### src/rtl/pcrel_pkg.sv
package pcrel_pkg;

  typedef enum logic [2:0] {
    PR_ADD_UP  = 3'd0,
    PR_ALN_UP  = 3'd1,
    PR_ADD_IMM = 3'd2,
    PR_LDW_S   = 3'd3,
    PR_LDW_U   = 3'd4,
    PR_LDD     = 3'd5,
    PR_BAD     = 3'd7
  } pr_op_e;

  typedef enum logic [1:0] {
    ST_IDLE = 2'd0,
    ST_REQ  = 2'd1,
    ST_WAIT = 2'd2
  } pr_state_e;

  // Prefix codes, longest prefix wins
  localparam logic [4:0] PFX5_ADD_UP  = 5'b11110;
  localparam logic [4:0] PFX5_ALN_UP  = 5'b11111;
  localparam logic [2:0] PFX3_LDD     = 3'b110;
  localparam logic [1:0] PFX2_ADD_IMM = 2'b00;
  localparam logic [1:0] PFX2_LDW_S   = 2'b01;
  localparam logic [1:0] PFX2_LDW_U   = 2'b10;

  function automatic logic pr_is_load(input pr_op_e op);
    return (op == PR_LDW_S) || (op == PR_LDW_U) || (op == PR_LDD);
  endfunction

endpackage

### src/rtl/pcrel_decode.sv
module pcrel_decode
  import pcrel_pkg::*;
#(
  parameter int IMM_W = 21
) (
  input  logic [IMM_W-1:0] imm,
  output pr_op_e           op
);
  localparam int TOP = IMM_W - 1;

  logic [4:0] p5;
  logic [2:0] p3;
  logic [1:0] p2;

  assign p5 = imm[TOP -: 5];
  assign p3 = imm[TOP -: 3];
  assign p2 = imm[TOP -: 2];

  always_comb begin
    if (p5 == PFX5_ADD_UP)      op = PR_ADD_UP;
    else if (p5 == PFX5_ALN_UP) op = PR_ALN_UP;
    else if (p3 == PFX3_LDD)    op = PR_LDD;
    else begin
      case (p2)
        PFX2_ADD_IMM: op = PR_ADD_IMM;
        PFX2_LDW_S:   op = PR_LDW_S;
        PFX2_LDW_U:   op = PR_LDW_U;
        default:      op = PR_BAD;
      endcase
    end
  end

  logic unused_low;
  assign unused_low = ^imm[TOP-5:0];

endmodule

### src/rtl/pcrel_agen.sv
module pcrel_agen
  import pcrel_pkg::*;
#(
  parameter int XLEN  = 64,
  parameter int IMM_W = 21
) (
  input  logic [XLEN-1:0]  pc,
  input  logic [IMM_W-1:0] imm,
  input  pr_op_e           op,
  output logic [XLEN-1:0]  result,
  output logic [XLEN-1:0]  addr
);
  localparam int UP_W  = IMM_W - 5;  // upper-immediate slice, also its shift
  localparam int WD_W  = IMM_W - 2;  // word-scaled slice
  localparam int DW_W  = IMM_W - 3;  // doubleword-scaled slice
  localparam int WD_SH = 2;
  localparam int DW_SH = 3;

  logic [XLEN-1:0] se_up, se_wd, se_dw;
  logic [XLEN-1:0] up_sum, wd_sum, pc_dw, dw_sum;

  assign se_up = {{(XLEN-UP_W){imm[UP_W-1]}}, imm[UP_W-1:0]};
  assign se_wd = {{(XLEN-WD_W){imm[WD_W-1]}}, imm[WD_W-1:0]};
  assign se_dw = {{(XLEN-DW_W){imm[DW_W-1]}}, imm[DW_W-1:0]};

  assign up_sum = pc + (se_up << UP_W);
  assign wd_sum = pc + (se_wd << WD_SH);
  assign pc_dw  = {pc[XLEN-1:DW_SH], {DW_SH{1'b0}}};
  assign dw_sum = pc_dw + (se_dw << DW_SH);

  always_comb begin
    case (op)
      PR_ADD_UP: result = up_sum;
      PR_ALN_UP: result = {up_sum[XLEN-1:UP_W], {UP_W{1'b0}}};
      default:   result = wd_sum;
    endcase
  end

  assign addr = (op == PR_LDD) ? dw_sum : wd_sum;

  logic unused_pfx;
  assign unused_pfx = ^imm[IMM_W-1:WD_W];

endmodule

### src/rtl/pcrel_ldext.sv
module pcrel_ldext
  import pcrel_pkg::*;
#(
  parameter int XLEN = 64,
  parameter int WORD = 32
) (
  input  pr_op_e          op,
  input  logic [XLEN-1:0] raw,
  output logic [XLEN-1:0] ext
);
  always_comb begin
    case (op)
      PR_LDD:   ext = raw;
      PR_LDW_S: ext = {{(XLEN-WORD){raw[WORD-1]}}, raw[WORD-1:0]};
      default:  ext = {{(XLEN-WORD){1'b0}}, raw[WORD-1:0]};
    endcase
  end
endmodule

### src/rtl/pcrel_unit.sv
module pcrel_unit
  import pcrel_pkg::*;
#(
  parameter int XLEN  = 64,
  parameter int IMM_W = 21,
  parameter int REG_W = 5
) (
  input  logic             clk,
  input  logic             rst,
  input  logic             in_valid,
  input  logic [XLEN-1:0]  in_pc,
  input  logic [IMM_W-1:0] in_imm,
  input  logic [REG_W-1:0] in_dst,
  output logic             issue_rdy,
  output logic             ld_req_valid,
  input  logic             ld_req_ready,
  output logic [XLEN-1:0]  ld_addr,
  output logic             ld_dword,
  output logic             ld_signed,
  input  logic             ld_data_valid,
  input  logic [XLEN-1:0]  ld_data,
  output logic             wb_valid,
  output logic [REG_W-1:0] wb_reg,
  output logic [XLEN-1:0]  wb_data,
  output logic             illegal
);
  pr_state_e       state_q;
  pr_op_e          dec_op, op_q;
  logic [XLEN-1:0] alu_res, agen_addr, ld_ext;
  logic [XLEN-1:0] addr_q, wb_data_q;
  logic [REG_W-1:0] dst_q, wb_reg_q;
  logic            wb_valid_q, illegal_q;

  pcrel_decode #(.IMM_W(IMM_W)) u_dec (
    .imm (in_imm),
    .op  (dec_op)
  );

  pcrel_agen #(.XLEN(XLEN), .IMM_W(IMM_W)) u_agen (
    .pc     (in_pc),
    .imm    (in_imm),
    .op     (dec_op),
    .result (alu_res),
    .addr   (agen_addr)
  );

  pcrel_ldext #(.XLEN(XLEN)) u_ext (
    .op  (op_q),
    .raw (ld_data),
    .ext (ld_ext)
  );

  always_ff @(posedge clk) begin
    if (rst) begin
      state_q    <= ST_IDLE;
      op_q       <= PR_ADD_IMM;
      addr_q     <= '0;
      dst_q      <= '0;
      wb_valid_q <= 1'b0;
      wb_reg_q   <= '0;
      wb_data_q  <= '0;
      illegal_q  <= 1'b0;
    end else begin
      wb_valid_q <= 1'b0;
      illegal_q  <= 1'b0;
      case (state_q)
        ST_IDLE: begin
          if (in_valid) begin
            if (dec_op == PR_BAD) begin
              illegal_q <= 1'b1;
            end else if (pr_is_load(dec_op)) begin
              op_q    <= dec_op;
              addr_q  <= agen_addr;
              dst_q   <= in_dst;
              state_q <= ST_REQ;
            end else begin
              wb_valid_q <= 1'b1;
              wb_reg_q   <= in_dst;
              wb_data_q  <= alu_res;
            end
          end
        end
        ST_REQ: begin
          if (ld_req_ready) state_q <= ST_WAIT;
        end
        ST_WAIT: begin
          if (ld_data_valid) begin
            wb_valid_q <= 1'b1;
            wb_reg_q   <= dst_q;
            wb_data_q  <= ld_ext;
            state_q    <= ST_IDLE;
          end
        end
        default: state_q <= ST_IDLE;
      endcase
    end
  end

  assign issue_rdy    = (state_q == ST_IDLE);
  assign ld_req_valid = (state_q == ST_REQ);
  assign ld_addr      = addr_q;
  assign ld_dword     = (op_q == PR_LDD);
  assign ld_signed    = (op_q == PR_LDW_S);
  assign wb_valid     = wb_valid_q;
  assign wb_reg       = wb_reg_q;
  assign wb_data      = wb_data_q;
  assign illegal      = illegal_q;

endmodule

### config.mk
export PLATFORM = sky130hd
export DESIGN_NAME = pcrel_unit
export DESIGN_NICKNAME = d
export VERILOG_FILES = /design/src/rtl/pcrel_pkg.sv /design/src/rtl/pcrel_decode.sv /design/src/rtl/pcrel_agen.sv /design/src/rtl/pcrel_ldext.sv /design/src/rtl/pcrel_unit.sv
export SDC_FILE = /design/constraint.sdc
export NUM_CORES = 1
export LEC_CHECK = 0
export ABC_AREA = 1
export BUFFER_PORTS_ARGS = -buffer_cell sky130_fd_sc_hd__buf_2
export CAP_MARGIN = 25
export CORE_MARGIN = 10
export CORE_UTILIZATION = 61
export DETAILED_ROUTE_END_ITERATION = 6
export PLACE_DENSITY = 0.83
export RECOVER_POWER = 50
export SETUP_SLACK_MARGIN = 0.4
export SLEW_MARGIN = 20
export SYNTH_ARGS = -nofsm -noshare
export SYNTH_HDL_FRONTEND = slang
export SYNTH_HIERARCHICAL = 1
export SYNTH_SLANG_ARGS = --single-unit
### constraint.sdc
create_clock -name clk -period 2.4 [get_ports clk]
set_input_delay 0.24 -clock clk [delete_from_list [all_inputs] [get_ports clk]]
set_output_delay 0.24 -clock clk [all_outputs]
set_load 0.005 [all_outputs]
==> reports/results.ini, run 1 <==
[clocking]
h-tree-depth = 4
clock-sinks = 145
holdBufCountCts = 0
cts_made_buffers = 17
cts-root-buf = clkbuf_16
clk_path_buf_depth = 2

[place]
dp_cells = 5981
place.gp.congestion = 1.09
io_buffer_count = 297
hpwl_mm = 92.8

[global_route]
grt_max_degree = 65
grt_remaining_overflow = 454
grt_use_total_pct = 82.3

[logic_synthesis]
synth_most_common_cell = nand2_1
yosysWarnings = 6
ys_seq_area_share_pct = 12.2
syn-num-nets = 4995
synth_area_leaders = nand2_1, inv_1, dfxtp_1, ha_1, nand3_1
synth_edf_count = 0
yosysUniqueCellTypes = 43
synth_seq_cells = 145
async_reset_ff_share_pct = 0
synth_cells = 4665
synth_top_area_cell = nand2_1
netlist_area_sq_um = 23800
ys.flop_type = dfxtp_1
postSynthAreaPerCell_sq_um = 5.10
netlist_top_cells_count = nand2_1, inv_1, nand3_1, nor2_1, a21oi_1
synth_top_cell_area_share_pct = 29.8

[floorplan]
io_pins = 298
rows = 72
die_w_um = 217
fp.dieH_um = 217
initial_core_util_pct = 61.6

[status]
error = [ERROR GRT-0232] Routing congestion too high. Check the congestion heatmap in the GUI.
outcome = stopped before the end
haltStage = global routing (5_1_grt)

[timing]
worst-ep-kind = register input
postGrtWorstEndpoint = wb_data[51]$_SDFFE_PP0P_/D

[kinds of logic after synthesis]
logic type | share of synthesized area [%]
mux | 0.295
compound gates | 7.96
buf+inv | 16.6
xor+xnor | 1.95
flops | 12.2
simple gates | 51.9
fa+ha+maj | 9.09
[timing repair]
action | in CTS
resized for setup | 424
setup buffers | 21
pin swaps | 91
gates cloned | 11
setup endpoints to repair | 96
[layer usage]
metal  overflow  track usage [%]
met1         22             81.1
met2        266             92.9
met3         33             75.6
met4        132             80.0
met5          1             51.6
[per-stage QoR]
stage               area (sq um)  worst slack [ps]  utilization, %
floorplan                  23800               399               -
global placement           30300              -363            78.3
detailed placement         30300              -380            78.3
CTS                        33300               323            86.1
==> run 2: changes to the inputs <==
--- a/config.mk
+++ b/config.mk
@@ -9,11 +9,10 @@
 export BUFFER_PORTS_ARGS = -buffer_cell sky130_fd_sc_hd__buf_2
 export CAP_MARGIN = 25
 export CORE_MARGIN = 10
-export CORE_UTILIZATION = 61
+export CORE_UTILIZATION = 40
 export DETAILED_ROUTE_END_ITERATION = 6
-export PLACE_DENSITY = 0.83
+export PLACE_DENSITY_LB_ADDON = 0.15
 export RECOVER_POWER = 50
-export SETUP_SLACK_MARGIN = 0.4
 export SLEW_MARGIN = 20
 export SYNTH_ARGS = -nofsm -noshare
 export SYNTH_HDL_FRONTEND = slang
==> run 2 against run 1 <==
Against the previous run:
- the flow now finishes without violations
- synthesized area did not move
- synthesized cell count did not move
==> reports/results.ini, run 2 <==
[status]
outcome = finished clean

[logic_synthesis]
yosysWarnings = 6
netlist_area_sq_um = 23800
ys_seq_area_share_pct = 12.2
synth_most_common_cell = nand2_1
netlist_top_cells_count = nand2_1, inv_1, nand3_1, nor2_1, a21oi_1
synth_top_cell_area_share_pct = 29.8
synth_top_area_cell = nand2_1
async_reset_ff_share_pct = 0
synth_seq_cells = 145
ys.flop_type = dfxtp_1
syn-num-nets = 4995
yosysUniqueCellTypes = 43
synth_area_leaders = nand2_1, inv_1, dfxtp_1, ha_1, nand3_1
synth_edf_count = 0
synth_cells = 4665
postSynthAreaPerCell_sq_um = 5.10

[clocking]
insertion_delay_ps = 520
clock-sinks = 145
h-tree-depth = 4
clk_path_buf_depth = 2
cts-root-buf = clkbuf_16
cts_tree = done
cts_made_buffers = 17
path_clk_slew_ps = 90

[critical_path]
cp_cell_sequence = buf_2, buf_12, buf_4, ha_1, nand2_1, nor2_2, inv_2, nor2_2, buf_4, nand2_1, nand2_1, inv_1, nand3_1, nand2_1, nand2_1, nand2_1, nand2_1, nand3_1, a21oi_1
worstPathRequired_ps = 2840
cp_top_family = simple AND/OR/NAND/NOR gates
r2r-end = ld_addr[25]
cp-end-kind = flip-flop
cpPeakStageDelay_ps = 340
r2r-start = state_q[0]
criticalPathCategory = in -> reg
r2r_slack_ps = 700
critical_path.max_fanout = 26
cp.arrival_ps = 2770
worst-path-buf-inv = 6
critPathLaunchType = primary input
cp_slowest_cell = ha_1
rr_worst_depth = 6
crit_top_cell = nand2_1

[floorplan]
io_pins = 298
die_area_sq_um = 69600
die_w_um = 264
core_sq_um = 58900
fp.dieH_um = 264
rows = 89
initial_core_util_pct = 40.4

[timing]
finalSetupViolCount = 0
period_needed_ps = 2330
postLayoutSetupSlackWorst_ps = 65.7
skew_ps = 29.3
min_period_over_period_pct = 97.3
fmax_mhz = 428
tightest_slew_ps = 572
hold_viol = 0
finalMaxSlewViolations = 0
rsz0062_at_grt = true
slew_headroom_pct = 61.4

[route]
detail_route.wl_per_cell_um = 18.9
wirelength_mm = 121
drt-pass1-iter-count = 7
vias_per_cell = 4.99
drc = 0
ant_nets = 0
first_iter_violations = 3194
dr_total_vias = 32000

[finish]
drive_gt1_share_pct = 22.3
syn_to_final_growth_pct = 37.8
n_antenna_cell = 0
nets = 5959
layout_commonest_cell = nand2_1
mostFrequentLayoutCells = nand2_1, inv_1, buf_4
stdcell_count = 6415

[pwr]
p_leak_nw = 19.3
ir_drop_uv = 577
power_density_nw_per_um2 = 422

[place]
hpwl_mm = 104
place.gp.congestion = 1.08
dp_worst_setup_slack_ps = -516
io_buffer_count = 297
dp_cells = 6378

[global_route]
antenna_found_initial = 1
grt_remaining_overflow = 0
first_global_vias = 29000
grt_pass1_wl_mm = 178
grt_max_degree = 76
grt_use_total_pct = 33.3

[hold_path]
hp-start = in_dst[3]
hold_depth = 3
hold_class = in -> reg
holdPathEnd = dst_q[3]

[flow_run]
cap_violations = 0

-- run 2: cell counts after synthesis --
Identical to the previous run, type by type.
-- run 2: cell type report --
cell class | instances | area (sq um)
inverters | 832 | 3120
multi-input cells | 3544 | 17600
repair buffers | 1089 | 7610
well taps | 773 | 967
clock inverters | 15 | 193
clock buffers | 17 | 425
flip-flops and latches | 145 | 2900
fillers | 6543 | 26100
-- run 2: worst reg2reg max path, stage by stage, from the launching register on --
cell and delay, ps:
dfxtp_1 340, nor2_2 140, nand2_1 130, inv_2 380, buf_4 310, nand3_1 170, a21oi_1 170
-- run 2: timing repair --
| action | CTS | global route |
|---|---|---|
| endpoints found under the hold margin | 5 | 0 |
| resized for setup | 0 | 135 |
| endpoints found under the setup margin | 0 | 61 |
| buffers inserted | 0 | 0 |
| hold buffers | 5 | 0 |
-- run 2: worst max path at each step --
stage	cells past startpoint	to	startpoint	slack, ps
after floorplan	13	ld_addr[23]	in_imm[0]	300
after global placement	19	wb_data[57]	in_imm[18]	-520
after detailed placement	16	ld_addr[35]	in_imm[0]	-520
after CTS	16	ld_addr[58]	in_imm[18]	10
after global routing	21	wb_data[58]	in_imm[18]	-60
final	19	ld_addr[42]	in_imm[18]	70
-- run 2: where the power goes --
group	internal, mW	switching (mW)	total, mW	leakage, nW
sequential	2.62	0.127	2.75	1.19
combinational	3.26	4.81	8.08	17.8
clock	1.42	1.60	3.01	0.295
-- run 2: kinds of logic (layout without fill, tap and decap cells) --
logic type | after synthesis | after routing | synth area share, %
adder cells (fa/ha/maj) | 171 | 171 | 9.09
XOR/XNOR | 53 | 53 | 1.95
multiplexers | 7 | 7 | 0.295
AO/OA/AOI/OAI | 362 | 362 | 7.96
buffers and inverters | 976 | 1953 | 16.6
AND/OR/NAND/NOR | 2951 | 2951 | 51.9
flip-flops | 145 | 145 | 12.2
-- run 2: stage by stage --
| stage | setup TNS [ps] | hold slack (ps) | power (mW) | util [%] | instance area (sq um) |
|---|---|---|---|---|---|
| 2_1_floorplan | 0 | 400 | 6.73 | - | 23800 |
| 3_5_place_dp | -31400 | 451 | 10.6 | 53.7 | 31700 |
| 4_1_cts | 0 | 7.79 | 13.7 | 54.9 | 32300 |
| 6_report | 0 | 34.1 | 13.8 | 55.6 | 32800 |
| 5_1_grt | -312 | 53.9 | 14.7 | 55.6 | 32800 |
| 3_3_place_gp | -30630 | 446 | 10.6 | 53.7 | 31700 |
-- run 2: metal layers --
layer  part of all wire [%]  vias to the layer above  track usage (%)
met2                     42                     1318             51.6
met3                    8.5                      188             6.60
li1                       -                    16300                -
met4                    4.4                        0             13.4
met1                     45                    14200             44.5
met5                      0                        -                0
Power figures use the tool's default switching activity.
